===== config.mk =====
export PLATFORM = sky130hd
export DESIGN_NAME = bitslice_add_pipe
export DESIGN_NICKNAME = d
export VERILOG_FILES = /design/src/rtl/bsp_pkg.sv /design/src/rtl/bsp_delay.sv /design/src/rtl/bsp_bit_stage.sv /design/src/rtl/bitslice_add_pipe.sv
export SDC_FILE = /design/constraint.sdc
export NUM_CORES = 1
export LEC_CHECK = 0
export BUFFER_PORTS_ARGS = -buffer_cell sky130_fd_sc_hd__buf_2
export CORE_MARGIN = 10
export CORE_UTILIZATION = 39
export CTS_CLUSTER_SIZE = 28
export DETAILED_ROUTE_END_ITERATION = 6
export PLACE_DENSITY = 0.56
export SYNTH_ARGS = -nofsm -noshare
export SYNTH_HDL_FRONTEND = slang
export SYNTH_HIERARCHICAL = 1
export SYNTH_SLANG_ARGS = --single-unit
export TNS_END_PERCENT = 30

===== constraint.sdc =====
create_clock -name clk_i -period 1.27 [get_ports clk_i]
set_clock_uncertainty 0.1 [all_clocks]
set_input_delay 0.3175 -clock clk_i [delete_from_list [all_inputs] [get_ports clk_i]]
set_output_delay 0.3175 -clock clk_i [all_outputs]
set_load 0.1 [all_outputs]

===== src/rtl/bsp_pkg.sv =====
package bsp_pkg;

  function automatic logic fa_sum(input logic a, input logic b, input logic c);
    return a ^ b ^ c;
  endfunction

  function automatic logic fa_carry(input logic a, input logic b, input logic c);
    return (a & b) | (c & (a | b));
  endfunction

endpackage


===== src/rtl/bsp_delay.sv =====
module bsp_delay #(
  parameter int unsigned DW    = 1,
  parameter int unsigned DEPTH = 1
) (
  input  logic          clk_i,
  input  logic          rst_ni,
  input  logic [DW-1:0] d_i,
  output logic [DW-1:0] q_o
);

  logic [DW-1:0] stg_q [DEPTH];

  always_ff @(posedge clk_i or negedge rst_ni) begin
    if (!rst_ni) begin
      for (int i = 0; i < int'(DEPTH); i++) stg_q[i] <= '0;
    end else begin
      stg_q[0] <= d_i;
      for (int i = 1; i < int'(DEPTH); i++) stg_q[i] <= stg_q[i-1];
    end
  end

  assign q_o = stg_q[DEPTH-1];

endmodule


===== src/rtl/bsp_bit_stage.sv =====
module bsp_bit_stage (
  input  logic clk_i,
  input  logic rst_ni,
  input  logic a_i,
  input  logic b_i,
  input  logic c_i,
  output logic sum_q_o,
  output logic carry_q_o
);
  import bsp_pkg::*;

  always_ff @(posedge clk_i or negedge rst_ni) begin
    if (!rst_ni) begin
      sum_q_o   <= 1'b0;
      carry_q_o <= 1'b0;
    end else begin
      sum_q_o   <= fa_sum(a_i, b_i, c_i);
      carry_q_o <= fa_carry(a_i, b_i, c_i);
    end
  end

endmodule


===== src/rtl/bitslice_add_pipe.sv =====
module bitslice_add_pipe #(
  parameter int unsigned WIDTH = 4
) (
  input  logic             clk_i,
  input  logic             rst_ni,
  input  logic             in_valid_i,
  input  logic [WIDTH-1:0] a_i,
  input  logic [WIDTH-1:0] b_i,
  input  logic             cin_i,
  output logic             out_valid_o,
  output logic [WIDTH-1:0] sum_o,
  output logic             cout_o
);

  localparam int unsigned LAT = WIDTH;

  logic [WIDTH:0]   carry_w;
  logic [WIDTH-1:0] a_skew, b_skew, sum_raw;

  assign carry_w[0] = cin_i;

  for (genvar k = 0; k < WIDTH; k++) begin : g_slice
    // align operand bit k with the carry arriving from stage k-1
    if (k == 0) begin : g_noskew
      assign a_skew[k] = a_i[k];
      assign b_skew[k] = b_i[k];
    end else begin : g_skew
      logic [1:0] ab_q;
      bsp_delay #(.DW(2), .DEPTH(k)) u_skew (
        .clk_i (clk_i),
        .rst_ni(rst_ni),
        .d_i   ({a_i[k], b_i[k]}),
        .q_o   (ab_q)
      );
      assign a_skew[k] = ab_q[1];
      assign b_skew[k] = ab_q[0];
    end

    bsp_bit_stage u_stage (
      .clk_i    (clk_i),
      .rst_ni   (rst_ni),
      .a_i      (a_skew[k]),
      .b_i      (b_skew[k]),
      .c_i      (carry_w[k]),
      .sum_q_o  (sum_raw[k]),
      .carry_q_o(carry_w[k+1])
    );

    // hold early sum bits until the top stage finishes
    if (k == WIDTH - 1) begin : g_nodeskew
      assign sum_o[k] = sum_raw[k];
    end else begin : g_deskew
      bsp_delay #(.DW(1), .DEPTH(WIDTH - 1 - k)) u_deskew (
        .clk_i (clk_i),
        .rst_ni(rst_ni),
        .d_i   (sum_raw[k]),
        .q_o   (sum_o[k])
      );
    end
  end

  assign cout_o = carry_w[WIDTH];

  bsp_delay #(.DW(1), .DEPTH(LAT)) u_vld (
    .clk_i (clk_i),
    .rst_ni(rst_ni),
    .d_i   (in_valid_i),
    .q_o   (out_valid_o)
  );

endmodule


==> metrics.csv, run 1 <==
metric,value,unit
postRouteAntennaNets,0,
grt_pass1_vias,441,
finalCriticalPeriod,1.32,ns
clk_pin_slew,0.09,ns
postSynthCellCount,39,
ys_top_cells_by_count,"dfrtp_1, buf_4, fa_1",
synth-seq-cells,30,
path_delay_family,flip-flops,
final-max-slew-violation-count,0,
overflow,0,
rows,17,
status,"complete, but fails checks",
syn_nets,55,
fin_util,54.9,%
layout_setup_ws,-0.0451,ns
critPathBufInv,1,
clock-sinks,30,
path_class,reg2out,
drt-total-wl,1.10,mm
p_per_area,1660,mW/mm^2
synth_area,868,sq um
clkLatencyLatePin,0.30,ns
viasPerCell,3.99,
end_kind,output port,
place_congestion,0.646,
drc_errors,0,
synth-async-reset-ratio,100,%
synth_top_area_share,86.5,%
initial_core_util,40.0,%
grt_max_degree,21,
core,0.00217,sq mm
hold_slack,0.182,ns
cts_tree,built,
max-vdd-ir-drop,0.000880,V
yosysWarnings,6,
critPathSlowestCell,dfrtp_2,
num_io_pins,18,
htreeDepth,2,
cap_viol_max_count,0,
wire_per_inst,11.5,microns
ctsResizeCount,0,
slowest_delay,0.42,ns
cp-start-kind,register,
antenna_found_initial,0,
min_path_type,in2reg,
die-area,0.00451,sq mm
area_growth,37.2,%
cts_setup_buffers,0,
diodes,0,
stdcell_area,0.00119,sq mm
dieWidth,67.2,microns
root_buffer,clkbuf_4,
dp.cells,80,
hold_viol,0,
drt_pass1_iterations,2,
setup_viol,6,
fin_nets,83,
drt_iter0_drc,4,
avgSynthCellArea,22.3,sq um
route.vias.total,383,
synth_largest_area_cell,dfrtp_1,
maxSlewHeadroom,82.6,%
port_buffers,17,
worst_slew_pin_slew,0.261,ns
final_cells,96,
violations,setup timing,
cts_buffers,5,
netlist_top_cells_area,"dfrtp_1, fa_1, buf_4",
worstPathMaxFanout,1,
grt_pass1_wl,1.97,mm
ys_seq_area_share,86.5,%
die_h,67.2,microns
drive_above_1_share,35.3,%
synth_edf_count,0,
cp_cell_sequence,buf_12,
required,0.85,ns
ys.flop_type,dfrtp_1,
crit_arrival,0.90,ns
p_leak,0.547,nW
yosysUniqueCellTypes,3,
grt_usage,6.03,%
dpl_cell_area,0.00106,sq mm
grt_setup_unrepaired,true,
max_freq,760,MHz
synthMostInstantiatedCell,dfrtp_1,
power.total,0.00198,W
post-route-period-util,104,%
ctsLongestPathBuffers,2,
[worst paths after layout]
kind,startpoint,end,slack (ns),depth (start not counted)
max,g_slice[3].u_stage/carry_q_o$_DFF_PN0_,cout_o,-0.05,1
min,cin_i,g_slice[0].u_stage/sum_q_o$_DFF_PN0_,0.18,2
max reg2reg,g_slice[3].g_skew.u_skew/q_o[1]$_DFF_PN0_,g_slice[3].u_stage/sum_q_o$_DFF_PN0_,0.18,1
min reg2reg,g_slice[3].g_skew.u_skew/stg_q[4]$_DFF_PN0_,g_slice[3].g_skew.u_skew/stg_q[2]$_DFF_PN0_,0.24,0
max in group asynchronous,rst_ni,g_slice[2].g_deskew.u_deskew/q_o$_DFF_PN0_,0.37,3
min in group asynchronous,rst_ni,g_slice[1].u_stage/sum_q_o$_DFF_PN0_,0.33,2
[metrics by stage]
step	TNS, ns	setup slack [ns]
finish	-0.166	-0.0451
global route	-0.460	-0.0956
CTS	-0.327	-0.0706
detailed placement	0	0.146
global placement	0	0.157
floorplan	-0.123	-0.0308
[placed cells by master, fill, tap and decap left out]
cell type,n
fa_1,4
dfrtp_1,29
dlygate4sd3_1,8
buf_12,7
clkbuf_1,3
buf_2,11
clkbuf_4,5
dfrtp_2,1
[power by group]
part	leakage (nW)	internal [W]	switching, W
logic	0.172	0.000150	0.000256
registers	0.349	0.00105	0.0000416
clock network	0.0265	0.000220	0.000267
total	0.547	0.00142	0.000564
[flip-flops by register name, indices dropped and copies added, names as in the netlist]
name and count:
g_slice.u_stage/carry_q_o 4, u_vld/stg_q 3, g_slice.g_deskew.u_deskew/q_o 3, u_vld/q_o 1, g_slice.g_deskew.u_deskew/stg_q 3, g_slice.g_skew.u_skew/q_o 6
g_slice.g_skew.u_skew/stg_q 6, g_slice.u_stage/sum_q_o 4
[layout make-up]
cell class	count	area, sq um
Fill cell	191	978
Sequential cell	30	752
Timing Repair Buffer	26	275
Multi-Input combinational cell	4	80.1
Clock buffer	8	48.8
Tap cell	28	35.0
[cell families after synthesis]
group	share of synthesized area [%]
buffers and inverters	4.32
DFF	86.5
adders and majority gates	9.22
[what timing repair did]
item                                    in CTS  in global routing
hold endpoints to repair                    11                  6
hold buffers                                 2                  6
endpoints found under the setup margin       6                  6
[routing by layer]
metal,up-vias,share of wire [%],track usage [%]
met4,0,0.72,4.62
met1,193,41,6.34
met3,2,12,4.96
li1,168,-,-
met5,-,0,0
met2,20,47,7.70
Power figures use the tool's default switching activity.
==> run 2, diff against run 1 <==
BUFFER_PORTS_ARGS = -buffer_cell sky130_fd_sc_hd__clkbuf_2   (was -buffer_cell sky130_fd_sc_hd__buf_2)
==> metrics.csv, run 2 (synthesis results as in run 1) <==
metric,value,unit
status,"complete, but fails checks",
violations,setup timing,
hold_slack,0.182,ns
grt_pass1_wl,1.99,mm
area_growth,37.9,%
p_leak,0.558,nW
grt_max_degree,18,
setup_viol,6,
critPathBufInv,1,
root_buffer,clkbuf_4,
path_class,reg2out,
grt_pass1_vias,457,
final-max-slew-violation-count,0,
diodes,0,
num_io_pins,18,
rrSetupSlack,0.19,ns
cts_tree,built,
dp_slack,0.143,ns
core,0.00217,sq mm
worst_slew_pin_slew,0.389,ns
dieWidth,67.2,microns
route.vias.total,388,
drive_above_1_share,39.1,%
crit_arrival,0.89,ns
cts_buffers,5,
post-route-period-util,103,%
cp-start-kind,register,
final_common_cell,dfrtp_1,
drt-total-wl,1.10,mm
port_buffers,17,
ctsLongestPathBuffers,2,
finalCriticalPeriod,1.31,ns
p_per_area,1700,mW/mm^2
maxSlewHeadroom,74.1,%
die-area,0.00451,sq mm
viasPerCell,4.00,
drc_errors,0,
htreeDepth,2,
critPathSlowestCell,dfrtp_2,
drt_iter0_drc,3,
max_freq,762,MHz
place_congestion,0.641,
die_h,67.2,microns
clk_pin_slew,0.08,ns
grt_setup_unrepaired,true,
wire_per_inst,11.3,microns
overflow,0,
ctsResizeCount,0,
rows,17,
initial_core_util,40.0,%
slowest_delay,0.42,ns
postRouteAntennaNets,0,
max-vdd-ir-drop,0.000940,V
end_kind,output port,
drt_pass1_iterations,2,
grt_usage,6.31,%
path_delay_family,flip-flops,
fin_nets,84,
cp_cell_sequence,buf_12,
dp_hpwl,793,microns
worstPathMaxFanout,1,
clock-sinks,30,
hold_viol,0,
min_path_type,in2reg,
required,0.85,ns
antenna_found_initial,0,
cts_setup_buffers,0,
clkLatencyLatePin,0.31,ns
layout_setup_ws,-0.0420,ns
layout_common_cells,"dfrtp_1, clkbuf_2, dlygate4sd3_1",
cap_viol_max_count,0,
[run 2: changes by cell type in the layout (fill, tap and decap cells not counted), sizes merged]
cell,before,now
buf,18,8
clkbuf,8,18
clkinv,0,1
[run 2: path summary, 6_finish.rpt]
kind / cells after the start / endpoint / from
setup / recovery: 1 / cout_o / g_slice[3].u_stage/carry_q_o$_DFF_PN0_
hold / removal: 2 / g_slice[0].u_stage/sum_q_o$_DFF_PN0_ / cin_i
setup reg to reg: 1 / g_slice[3].u_stage/sum_q_o$_DFF_PN0_ / g_slice[3].g_skew.u_skew/q_o[1]$_DFF_PN0_
hold reg to reg: 0 / g_slice[0].g_deskew.u_deskew/stg_q[1]$_DFF_PN0_ / g_slice[0].g_deskew.u_deskew/stg_q[2]$_DFF_PN0_
max in group asynchronous: 3 / g_slice[1].g_skew.u_skew/q_o[1]$_DFF_PN0_ / rst_ni
min in group asynchronous: 2 / g_slice[2].u_stage/carry_q_o$_DFF_PN0_ / rst_ni
[run 2: layout make-up]
class,instances,area (sq um)
timing repair buffer,27,270
multi-input combinational,4,80.1
clock inverter,1,5.00
clock buffer,7,55.1
tap,28,35.0
sequential,30,752
fill,185,972
[run 2: per-stage QoR]
step / power [W] / instance area (sq um) / std cells / util, % / setup TNS (ns)
after floorplan: 0.00133 / 870 / 39 / - / -0.123
after global placement: 0.00149 / 1060 / 81 / 48.7 / 0
after detailed placement: 0.00150 / 1060 / 81 / 48.7 / 0
after CTS: 0.00208 / 1190 / 96 / 54.7 / -0.341
after global routing: 0.00216 / 1200 / 97 / 55.2 / -0.508
final: 0.00204 / 1200 / 97 / 55.2 / -0.190
[run 2: power breakdown]
part           internal (W)  total (W)  switching, W  leakage, nW
logic              0.000148   0.000404      0.000255        0.174
clock network      0.000268   0.000545      0.000278       0.0353
registers           0.00105    0.00109     0.0000416        0.349
total               0.00146    0.00204      0.000575        0.558
[run 2: metal layers]
metal | vias to the layer above | global-route usage, % | wire length [microns]
met4 | 0 | 4.62 | 15
met2 | 21 | 8.77 | 529
met5 | - | 0 | 0
met3 | 4 | 6.12 | 140
li1 | 171 | - | -
met1 | 192 | 5.55 | 411
[run 2: repair_timing]
action	CTS	global route
hold buffers	7	1
pin swaps	0	0
hold endpoints to repair	21	1
setup endpoints to repair	6	6
==> run 3, diff against run 2 <==
CORE_UTILIZATION = 50   (was 39)
PLACE_DENSITY = 0.7   (was 0.56)
SETUP_SLACK_MARGIN = 0.02   (was unset)
==> metrics.csv, run 3 (synthesis results as in run 1) <==
metric,value,unit
status,"complete, but fails checks",
violations,setup timing,
htreeDepth,2,
clock-sinks,30,
p_per_area,1730,mW/mm^2
drive_above_1_share,38.2,%
route.vias.total,391,
p_sw_share,28.5,%
cts_setup_buffers,0,
port_buffers,17,
core,0.00158,sq mm
drt_pass1_iterations,1,
max_freq,759,MHz
overflow,0,
rows,14,
maxSlewHeadroom,75.9,%
postRouteAntennaNets,0,
end_kind,output port,
grt_max_degree,18,
p_leak,0.558,nW
max-vdd-ir-drop,0.00119,V
p_int,0.00146,W
busiest_layer,met2,
diodes,0,
grt_use_met2,11.4,%
clock_power_share,27.0,%
grtUsageMet1,7.50,%
post-route-period-util,104,%
power.total,0.00205,W
dpl_cell_area,0.00105,sq mm
path_class,reg2out,
combinationalPowerShare,19.8,%
die_h,61.7,microns
layout_common_cells,"dfrtp_1, clkbuf_2, dlygate4sd3_1",
critPathSlowestCell,dfrtp_2,
dieWidth,61.7,microns
slowest_delay,0.42,ns
worstPathMaxFanout,1,
p_switching,0.000585,W
drt_iter0_drc,0,
cp-start-kind,register,
clk_pin_slew,0.09,ns
place_congestion,0.592,
drc_errors,0,
setup_tns,-0.246,ns
seqPwrFrac,53.1,%
dp_slack,0.156,ns
cts_buffers,5,
wire_per_inst,13.5,microns
ctsResizeCount,0,
cp_cell_sequence,buf_12,
viasPerCell,4.65,
cts_tree,built,
fin_util,75.3,%
path_delay_family,flip-flops,
grt_pass1_wl,2.01,mm
min_path_type,in2reg,
grt_pass1_vias,484,
setup_viol,6,
cap_viol_max_count,0,
root_buffer,clkbuf_4,
fin_nets,83,
grt_usage,7.99,%
layout_setup_ws,-0.0480,ns
antenna_found_initial,0,
hold_viol,0,
final-max-slew-violation-count,0,
stdcell_area,0.00119,sq mm
critPathBufInv,1,
worst_slew_pin_slew,0.361,ns
finalCriticalPeriod,1.32,ns
ctsLongestPathBuffers,2,
area_growth,36.7,%
required,0.85,ns
crit_arrival,0.90,ns
grtUsageMet3,7.20,%
num_io_pins,18,
grt_setup_unrepaired,true,
die-area,0.00380,sq mm
final_common_cell,dfrtp_1,
drt-total-wl,1.14,mm
initial_core_util,55.1,%
clkLatencyLatePin,0.32,ns
[run 3: routing by layer]
layer  wire length, microns  vias to the layer above
li1                       -                      168
met1                    427                      197
met2                    494                       23
met3                    189                        3
met4                     26                        0
met5                      0                        -
[run 3: path summary, 6_finish.rpt]
kind                                                                 start                                         endpoint  slack, ns  depth (start not counted)
max                                 g_slice[3].u_stage/carry_q_o$_DFF_PN0_                                           cout_o      -0.05                          1
max reg2reg                      g_slice[3].g_skew.u_skew/q_o[1]$_DFF_PN0_             g_slice[3].u_stage/sum_q_o$_DFF_PN0_       0.18                          1
min reg2reg                g_slice[0].g_deskew.u_deskew/stg_q[2]$_DFF_PN0_  g_slice[0].g_deskew.u_deskew/stg_q[1]$_DFF_PN0_       0.24                          0
max in group asynchronous                                           rst_ni           g_slice[0].u_stage/carry_q_o$_DFF_PN0_       0.31                          3
min                                                                  cin_i             g_slice[0].u_stage/sum_q_o$_DFF_PN0_       0.18                          2
min in group asynchronous                                           rst_ni                         u_vld/stg_q[1]$_DFF_PN0_       0.35                          2
[run 3: cell type report]
| class | count | area [sq um] |
|---|---|---|
| Fill cell | 91 | 389 |
| Clock buffer | 7 | 55.1 |
| Clock inverter | 1 | 5.00 |
| Tap cell | 16 | 20.0 |
| Timing Repair Buffer | 26 | 275 |
| Multi-Input combinational cell | 4 | 80.1 |
| Sequential cell | 30 | 752 |
[run 3: through the flow]
stage | hold slack, ns | cells
global placement | 0.136 | 68
detailed placement | 0.146 | 68
finish | 0.177 | 84
CTS | 0.156 | 84
floorplan | -0.0781 | 39
global route | 0.161 | 84
[run 3: timing repair]
item | in CTS | in global routing
setup endpoints to repair | 6 | 6
endpoints found under the hold margin | 20 | 0
hold buffers | 8 | 0
[run 3: power groups by stage]
stage	clock [W]	sequential, W	combinational, W
6_report	0.000554	0.00109	0.000407
2_1_floorplan	0	0.00125	0.0000812
3_3_place_gp	0	0.00110	0.000386
5_1_grt	0.000632	0.00110	0.000423
3_5_place_dp	0	0.00111	0.000392
4_1_cts	0.000583	0.00109	0.000411
